### config.mk
export PLATFORM = sky130hd
export DESIGN_NAME = tmr_bus_front
export DESIGN_NICKNAME = d
export VERILOG_FILES = /design/src/rtl/tmr_bus_front.sv
export SDC_FILE = /design/constraint.sdc
export NUM_CORES = 1
export LEC_CHECK = 0
export BUFFER_PORTS_ARGS = -buffer_cell sky130_fd_sc_hd__buf_2
export CORE_MARGIN = 4
export CORE_UTILIZATION = 46
export CTS_BUF_LIST = sky130_fd_sc_hd__clkbuf_16
export DETAILED_ROUTE_END_ITERATION = 10
export GPL_TIMING_DRIVEN = 0
export PLACE_DENSITY_LB_ADDON = 0.3
export SETUP_SLACK_MARGIN = 0.2
export SYNTH_ARGS = -nofsm -noshare
export SYNTH_HDL_FRONTEND = slang
export SYNTH_SLANG_ARGS = --single-unit
### constraint.sdc
create_clock -name clk -period 2.3 [get_ports clk]
set_clock_uncertainty 0.1 [all_clocks]
set_input_delay 0.115 -clock clk [delete_from_list [all_inputs] [get_ports clk]]
set_output_delay 0.115 -clock clk [all_outputs]
set_load 0.005 [all_outputs]
### src/rtl/tmr_bus_front.sv
module tmr_bus_front (
  input  logic        clk,
  input  logic        rst_n,
  input  logic        cs_n,
  input  logic        rd_n,
  input  logic        wr_n,
  input  logic [1:0]  addr,
  input  logic [7:0]  din,
  output logic [7:0]  dout,
  output logic        dout_oe,
  input  logic [23:0] ch_rdata,
  output logic [2:0]  wr_stb,
  output logic [7:0]  wr_data,
  output logic [2:0]  rd_en,
  output logic [2:0]  prog_stb,
  output logic [2:0]  prog_mode,
  output logic        prog_bcd,
  output logic [1:0]  prog_fmt,
  output logic [2:0]  latch_stb,
  output logic        rb_stb
);
  localparam logic [1:0] CTRL = 2'b11;

  logic       cs_q, rd_q, wr_q, wq_d, rq_d;
  logic [1:0] a_q;
  logic [7:0] d_q;

  wire wq     = !cs_q && !wr_q;
  wire rq     = !cs_q && !rd_q;
  wire w_fall = wq && !wq_d;
  wire r_fall = rq && !rq_d;

  wire [1:0] sel  = d_q[7:6];
  wire [1:0] fmt  = d_q[5:4];
  wire [2:0] mcod = d_q[3:1];
  wire [2:0] mdec = mcod[1] ? {1'b0, mcod[1:0]} : mcod;

  assign dout_oe = rq && (a_q != CTRL);
  assign dout    = dout_oe ? ch_rdata[{a_q, 3'b000} +: 8] : 8'h00;

  always_ff @(posedge clk or negedge rst_n) begin
    if (!rst_n) begin
      cs_q <= 1'b1; rd_q <= 1'b1; wr_q <= 1'b1;
      wq_d <= 1'b0; rq_d <= 1'b0;
      a_q  <= '0;   d_q  <= '0;
    end else begin
      cs_q <= cs_n; rd_q <= rd_n; wr_q <= wr_n;
      wq_d <= wq;   rq_d <= rq;
      a_q  <= addr; d_q  <= din;
    end
  end

  always_ff @(posedge clk or negedge rst_n) begin
    if (!rst_n) begin
      wr_stb <= '0; wr_data <= '0; rd_en <= '0;
      prog_stb <= '0; prog_mode <= '0; prog_bcd <= 1'b0; prog_fmt <= '0;
      latch_stb <= '0; rb_stb <= 1'b0;
    end else begin
      wr_stb <= '0; rd_en <= '0; prog_stb <= '0; latch_stb <= '0; rb_stb <= 1'b0;
      if (w_fall) begin
        if (a_q != CTRL) begin
          wr_stb[a_q] <= 1'b1;
          wr_data     <= d_q;
        end else if (sel == CTRL) begin
          rb_stb <= 1'b1;
        end else if (fmt == 2'b00) begin
          latch_stb[sel] <= 1'b1;
        end else begin
          prog_stb[sel] <= 1'b1;
          prog_mode     <= mdec;
          prog_bcd      <= d_q[0];
          prog_fmt      <= fmt;
        end
      end
      if (r_fall && (a_q != CTRL)) rd_en[a_q] <= 1'b1;
    end
  end

  p_ignore_cs_r2: assert property (@(posedge clk) disable iff (!rst_n)
    cs_q |=> (wr_stb == 3'b0 && rd_en == 3'b0 && prog_stb == 3'b0 && latch_stb == 3'b0 && !rb_stb));

  p_onehot_r3: assert property (@(posedge clk) disable iff (!rst_n)
    $onehot0({wr_stb, prog_stb, latch_stb, rb_stb}));

  p_single_wr_r4: assert property (@(posedge clk) disable iff (!rst_n)
    (|wr_stb) |=> !(|wr_stb));

  p_single_rd_r4: assert property (@(posedge clk) disable iff (!rst_n)
    (|rd_en) |=> !(|rd_en));

  p_fmt_nonzero_r5: assert property (@(posedge clk) disable iff (!rst_n)
    (|prog_stb) |-> (prog_fmt != 2'b00));

  p_mode_range_r6: assert property (@(posedge clk) disable iff (!rst_n)
    (|prog_stb) |-> (prog_mode <= 3'd5));

  p_latch_keeps_mode_r7: assert property (@(posedge clk) disable iff (!rst_n)
    (|latch_stb) |-> $stable(prog_mode));

  p_rb_quiet_r8: assert property (@(posedge clk) disable iff (!rst_n)
    rb_stb |-> (prog_stb == 3'b0 && latch_stb == 3'b0 && wr_stb == 3'b0 && $stable(prog_mode)));
endmodule

### Yosys cells after proc, flatten, opt, wreduce, memory -nomap -nowiden

Index checks and enable logic that the tools add are counted.

* order comparisons: 4
* shift operators: 1
* reductions and logical operators: 16
* mux-type cells: 20
* equal/unequal tests: 2
* bitwise logic cells: 3

Operator list (number)
* 3-bit two-way mux: 12
* 24-bit by 6-bit indexed part select with 8-bit output: 1
* 1-bit logical AND: 8
* 8-bit two-way mux: 1
* 2-bit by 3-bit less-than comparator with 1-bit output (second input constant): 2
* 1-bit zero test: 5
* 1-bit two-way mux: 5
* 1-bit demux with 2-bit select: 2
* 2-bit by 1-bit >= comparator with 1-bit output (second input constant): 2
* 4-bit AND reduction: 1
* 1-bit inverter: 3
* 2-bit equality test (second input constant): 1
* 2-bit zero test: 1
* 2-bit inequality test (second input constant): 1
* 2-bit AND reduction: 1

* flip-flop bits (word level): 42
* logic and storage cells: 62
* input port bits: 39

### Depth between registers and ports, before layout

Gate-level depths: netlist of run 1.

* depth in word-level cells: 8
* gate-level depth with buffers: 5
* gate-level depth less buffers: 3

### Worst setup path before layout of run 1

OpenSTA, ideal clock, no wires.

* kind: reg-to-reg
* start point: register cs_q
* end point: register prog_bcd
* setup slack: 508 ps
* path buffers: 1
* arrival: 1567 ps
* stages on the path, launching flop included: 5
* setup time: 125 ps
* cell sequence: dfstp_2 > or3_1 > buf_6 > a2111oi_4 > mux2_2

* longest elaborated chain between the ends: 4

RTL lines
* from (decl): line 24 `logic cs_q, rd_q, wr_q, wq_d, rq_d;`
* from (signal assigned): line 47 `cs_q <= cs_n; rd_q <= rd_n; wr_q <= wr_n;`
* 1-bit zero test: line 28 `wire wq = !cs_q && !wr_q;`
* 1-bit logical AND: line 28
* 1-bit logical AND: line 30 `wire w_fall = wq && !wq_d;`
* 4-bit AND reduction (no source line)
* to (signal assigned): line 71 `prog_bcd <= d_q[0];`
* to (decl): line 17 `output logic prog_bcd,`

No other way between the ends.
A chain may end at the register's enable or synchronous reset.

### Worst setup path after layout of run 1

* start point: register cs_q
* end point: register prog_mode[2]

* longest elaborated chain between the ends: 4

RTL lines
* 1-bit zero test: line 28
* 1-bit logical AND: line 28
* 1-bit logical AND: line 30
* 4-bit AND reduction (no source line)
* to (signal assigned): line 70 `prog_mode <= mdec;`
* to (decl): line 16 `output logic [2:0] prog_mode,`

No other way between the ends.

==> results of run 1 <==
## cell type report
class / count / area [sq um]
sequential: 42 / 1050
tap: 46 / 57.6
timing repair buffer: 88 / 510
fill: 243 / 1040
clock inverter: 3 / 12.5
buffer: 6 / 41.3
multi-input combinational: 73 / 533
inverter: 3 / 11.3
clock buffer: 5 / 125
## critical path, delay by kind of cell, from the launching register on
| family | cells | cell delay, ns |
|---|---|---|
| AO/OA/AOI/OAI | 1 | 0.44 |
| multiplexers | 1 | 0.40 |
| flip-flops | 1 | 0.37 |
| buffers and inverters | 1 | 0.15 |
| AND/OR/NAND/NOR | 1 | 0.37 |
## registers in the layout, summed over array words and instances (netlist names)
name and count:
rd_q 1, rd_en 3, rq_d 1, wq_d 1, d_q 8, a_q 2, prog_bcd 1, prog_mode 3
wr_data 8, rb_stb 1, prog_fmt 2, wr_stb 3, wr_q 1, latch_stb 3, prog_stb 3, cs_q 1
## metrics by stage
step                setup slack (ns)  power (mW)  instance area (sq um)
global route                   0.301        1.83                   2350
floorplan                      0.508       0.968                   1640
global placement               0.354        1.09                   2070
detailed placement             0.363        1.10                   2070
finish                         0.354        1.74                   2350
CTS                            0.349        1.76                   2350
## worst max path at each step
stage | start | depth (start not counted) | slack (ns) | to
after floorplan | cs_q | 4 | 0.51 | prog_bcd
after global placement | cs_q | 4 | 0.35 | prog_mode[1]
after detailed placement | cs_q | 4 | 0.36 | prog_fmt[0]
after CTS | cs_q | 4 | 0.35 | prog_mode[2]
after global routing | cs_q | 4 | 0.30 | prog_bcd
final | cs_q | 4 | 0.35 | prog_mode[2]
## layout by cell type (no fill, tap or decap)
cell type,n
a2111oi_4,1
dfrtp_1,39
clkbuf_16,5
nor2b_1,1
mux2_2,14
nor2_1,5
clkinv_1,1
or3_2,1
nor3_1,5
nand2_1,9
nor4_1,2
a21oi_2,1
clkbuf_1,3
and2b_1,1
or2_2,9
buf_2,75
or3_1,1
buf_6,1
inv_1,4
nand2b_1,2
clkbuf_8,1
nor3b_1,2
clkinv_2,1
mux2i_1,8
and3_1,2
a21oi_1,9
dfstp_2,3
dlygate4sd3_1,14
## per-layer routing
layer  wire (um)  vias to the layer above  global-route usage [%]
met2        1870                       40                    27.9
met4          20                        0                    4.56
li1            -                      610                       -
met3         226                        3                    4.16
met1        1340                      582                    19.0
met5           0                        -                       0
## power groups by stage
stage | logic [mW] | clock network [mW] | registers, mW
floorplan | 0.102 | 0 | 0.866
global placement | 0.229 | 0 | 0.859
detailed placement | 0.236 | 0 | 0.864
CTS | 0.256 | 0.650 | 0.852
global route | 0.281 | 0.686 | 0.861
finish | 0.253 | 0.633 | 0.851
## cells by family (layout without fill, tap and decap cells)
group	after synthesis	after routing	synth area share [%]
flops	42	42	64.3
simple gates	40	40	13.0
mux	22	22	14.5
compound gates	11	11	4.96
buf+inv	9	105	3.20
==> summary.md, run 1 <==
| Metric | Value |
|---|---|
| Outcome | finished, final reports clean |
| Synth Cell Area | between 1500 and 2000 sq um |
| Area leader, netlist | dfrtp_1 |
| Slew Viols, Final | 0 |
| Post-synth top area share | between 50% and 60% |
| VDD IR max | ~0.63 mV |
| Initial core utilization | 48.4% |
| PostCTS Resize Cnt | 0 |
| Seq cells post-synth | 42 |
| Io pins | 75 |
| Die height | roughly 68 um |
| Placed cell count | 244 |
| Final hold viol count | 0 |
| Worst Path Max Fanout | 7 |
| Setup repair bufs after CTS | 0 |
| Drt initial violations | 31 |
| CTS H-tree lvls | 2 |
| Core area | around 3400 sq um |
| Pin count of the biggest net entering global routing | 43 |
| DIE AREA | about 4600 sq um |
| Hold path depth | 1 |
| Post-CTS Hold Buffers | 14 |
| Die Wd | between 60 and 70 um |
| Vias in the first global route | between 1000 and 1500 |
| Post-Route WL | about 3400 um |
| FF-to-FF setup slack | 0.35 ns |
| Leakage | 1.22 nW |
| Min-delay src | rq_d |
| Grt ovf | 0 |
| DRC | 0 |
| Seq/Total Area, Yosys | around 64% |
| Worst EP arrival | 2.01 ns |
| Slew margin rel. | approximately 43% |
| Gpl congestion | 0.807 |
| Final setup viols | 0 |
| Sequential share of power | about half |
| WHS Endpoint | rd_en[0] |
| Hold crit path type | reg -> reg |
| Synth warn | 0 |
| Setup tns final | 0 ns |
| Area growth syn-to-layout | 43.0% |
| Synth Net Count | between 150 and 200 |
| Combinational group share of total power | 14.5% |
| Final net count | about 260 |
| Ranking of synthesized cells by area | dfrtp_1, mux2_2, mux2i_1 |
| Reg-to-Reg Start | cs_q |
| Longest Clk Path Bufs | 2 |
| CP cell instances | or3_1, buf_6, a2111oi_4, mux2_2 |
| Synthesized area per cell | ~13 sq um |
| Achievable Freq | 514 MHz |
| Post-Synthesis Cells | about 120 |
| Avg WL per Cell | about 13 um |
| First-pass GRT wire length | between 5000 and 6000 um |
| Synth cell types | 24 |
| R2R Path End | prog_mode[2] |
| Root buffer cell | clkbuf_16 |
| Cell internal pwr | about 1.4 mW |
| Path depth of the worst reg2reg path | 4 |
| Sw frac | between 20 and 25% |
| Post-Layout Cell Count | approximately 270 |
| Post-DR vias/cell | 4.64 |
| CTS tree | done |
| PortBufs | 74 |
| CP endpoint kind | flop |
| Tcrit/Tclk final | 84.6% |
| Crit-path max cell delay | 0.44 ns |
| Slew @ Worst Pin | around 0.86 ns |
| Clock sinks | 42 |
| Maxcap violations | 0 |
| Sw Pwr | 0.384 mW |
| Worst-path cell with the longest stage delay | a2111oi_4 |
| Worst hold margin | approximately 0.36 ns |
| TritonCTS buffer count | 5 |
| Period minus WS final | 1.95 ns |
| Via count | around 1200 |
| Worst skew pair latency | between 0.2 and 0.3 ns |
| GRT Overall Usage | roughly 16% |
| Startpoint class of the critical path | flop |
| Initial antenna violation count | 0 |
| ANT nets after route | 0 |
| Predominant post-synthesis flop cell | dfrtp_1 |
| Async SR Flop Fraction | between 90% and 100% |
| Share of layout cells above drive strength 1 | roughly 50% |
| Hpwl dp | between 2000 and 3000 um |
| Final core occ | between 60 and 70% |
| Post-synth EDFFs | 0 |
| Power density over the cells | around 740 nW/um^2 |
| RSZ-0062 raised after global routing | false |
| Clock share of power | a little over a third |
| 1st-pass router iterations | 4 |
| Most common cell in the netlist | dfrtp_1 |
| # rows | 21 |
| CP Class | reg -> reg |
| Post-synth top cells | dfrtp_1, mux2_2, a21oi_1, nand2_1, or2_2 |
| Crit path required time | around 2.4 ns |
| Ant. Diodes | 0 |
| Reg clk slew, reported paths | around 0.050 ns |
Note: power is estimated with default switching activity, not from simulation.
==> run 2: changes to the inputs <==
--- a/config.mk
+++ b/config.mk
@@ -7,7 +7,7 @@
 export LEC_CHECK = 0
 export BUFFER_PORTS_ARGS = -buffer_cell sky130_fd_sc_hd__buf_2
 export CORE_MARGIN = 4
-export CORE_UTILIZATION = 46
+export CORE_UTILIZATION = 41
 export CTS_BUF_LIST = sky130_fd_sc_hd__clkbuf_16
 export DETAILED_ROUTE_END_ITERATION = 10
 export GPL_TIMING_DRIVEN = 0
==> constraint.sdc (replaced) <==
create_clock -name clk -period 1.67 [get_ports clk]
set_clock_uncertainty 0.1 [all_clocks]
set_input_delay 0.0835 -clock clk [delete_from_list [all_inputs] [get_ports clk]]
set_output_delay 0.0835 -clock clk [all_outputs]
set_load 0.005 [all_outputs]
==> run 2 against run 1 <==
The flow now finishes with violations (negative setup slack); combinational power is 82% higher; hold slack worse by 0.013 ns; sequential share of layout area decreased by 5.4 points; critical path depth up 2; critical endpoint is now wr_data[0].
==> summary.md, run 2 (synthesized netlist as in run 1, its figures left out) <==
| Metric | Value |
|---|---|
| Worst skew pair latency | 0.28 ns |
| Root buffer cell | clkbuf_16 |
| Hold crit path type | in -> reg |
| Pin count of the biggest net entering global routing | 43 |
| Period minus WS final | 1.80 ns |
| Initial core utilization | between 40% and 50% |
| Most frequent cells in the layout | buf_2, dfrtp_1, mux2_4, dlygate4sd3_1 |
| Worst hold margin | ~0.34 ns |
| Setup WS pre-CTS | -0.252 ns |
| CTS tree | done |
| ANT nets after route | 0 |
| Longest Clk Path Bufs | 2 |
| Vias in the first global route | between 1000 and 1500 |
| Outcome | finished with violations |
| Final WS setup | -0.129 ns |
| Io pins | 75 |
| Drt initial violations | just under 60 |
| CP Class | reg -> reg |
| Ant. Diodes | 0 |
| CP endpoint kind | flop |
| Commonest non-fill, non-tap cell in the layout | buf_2 |
| Share of layout cells above drive strength 1 | 62.1% |
| Reg clk slew, reported paths | ~0.05 ns |
| Post-DR vias/cell | just under 5 |
| Gpl congestion | around 0.80 |
| DRC | 0 |
| Via count | around 1400 |
| Final hold viol count | 0 |
| Avg WL per Cell | between 10 and 15 um |
| # rows | 22 |
| Placed cell count | ~250 |
| Placed cell area | about 2100 sq um |
| Die height | between 70 and 80 um |
| Post-Route WL | between 4000 and 5000 um |
| Core area | 3770 sq um |
| Slew Viols, Final | 0 |
| Slew margin rel. | between 40% and 50% |
| GRT Overall Usage | 16.9% |
| Biggest registers after layout | d_q x8, wr_data x8 |
| Clock sinks | 42 |
| VDD IR max | about 0.73 mV |
| Final instance area | approximately 2700 sq um |
| PortBufs | 74 |
| RSZ-0062 raised after global routing | true |
| Post-Layout Cell Count | 280 |
| First-pass GRT wire length | around 6800 um |
| Achievable Freq | around 560 MHz |
| Initial antenna violation count | 0 |
| Crit path required time | 1.73 ns |
| Final core occ | between 70% and 80% |
| Leakage | approximately 1.4 nW |
| Final setup viols | 21 |
| Slew @ Worst Pin | ~0.87 ns |
| Area growth syn-to-layout | 62.5% |
| TritonCTS buffer count | 5 |
| Hpwl dp | about 2600 um |
| Worst Path Max Fanout | 8 |
| 1st-pass router iterations | 4 |
| Grt ovf | 0 |
| CTS H-tree lvls | 2 |
| DIE AREA | approximately 5000 sq um |
| Die Wd | 71.3 um |
| Worst EP arrival | between 1.5 and 2 ns |
| Maxcap violations | 0 |
| Fillers | 264 |
| Failing checks | negative setup slack |
| Tcrit/Tclk final | 108% |
| Final net count | 270 |
| Power density over the cells | between 900 and 1000 nW/um^2 |
| Startpoint class of the critical path | flop |
## run 2: routing by layer
metal	global-route usage (%)	share of wire [%]	vias up
li1	-	-	631
met1	19.4	39	670
met2	30.2	53	41
met3	4.49	5.7	8
met4	5.85	1.7	0
met5	0	0	-
## run 2: layout make-up
class | count | area, sq um | area share, %
inverter | 3 | 11.3 | 0.422
multi-input combinational | 73 | 702 | 26.3
clock buffer | 5 | 125 | 4.69
clock inverter | 3 | 12.5 | 0.469
tap | 48 | 60.1 | 2.25
sequential | 42 | 1060 | 39.6
buffer | 6 | 66.3 | 2.49
timing repair buffer | 100 | 633 | 23.7
## run 2: critical path, cell delays in order, from the launching register on
cell	delay, ns
dfstp_2	0.37
or3_4	0.37
buf_6	0.13
buf_4	0.13
a21oi_4	0.13
buf_12	0.15
mux2_4	0.30
## run 2: per-stage QoR
step / power, mW / setup TNS [ns]
after floorplan: 1.33 / -1.18
after global placement: 1.50 / -3.29
after detailed placement: 1.52 / -3.37
after CTS: 2.54 / -2.31
after global routing: 2.66 / -3.00
final: 2.54 / -1.87
## run 2: final timing paths
kind	start	end	slack (ns)	cells after the start
hold reg to reg	wr_q	wq_d	0.38	1
min in group asynchronous	rst_n	prog_stb[2]	0.36	2
setup reg to reg	cs_q	wr_data[0]	-0.13	6
setup / recovery	cs_q	wr_data[0]	-0.13	6
max in group asynchronous	rst_n	a_q[0]	0.51	2
hold / removal	wr_n	wr_q	0.34	2
## run 2: what timing repair did
item,4_1_cts,5_1_grt
cloned,1,0
pin swaps,10,11
resized for setup,47,10
hold buffers,14,0
buffers inserted,9,2
setup endpoints to repair,30,30
endpoints found under the hold margin,52,0
## run 2: where the power goes
| part | leakage [nW] | switching (mW) | internal, mW | total (mW) |
|---|---|---|---|---|
| sequential | 0.523 | 0.0647 | 1.12 | 1.19 |
| combinational | 0.769 | 0.171 | 0.289 | 0.460 |
| clock | 0.0724 | 0.353 | 0.539 | 0.892 |
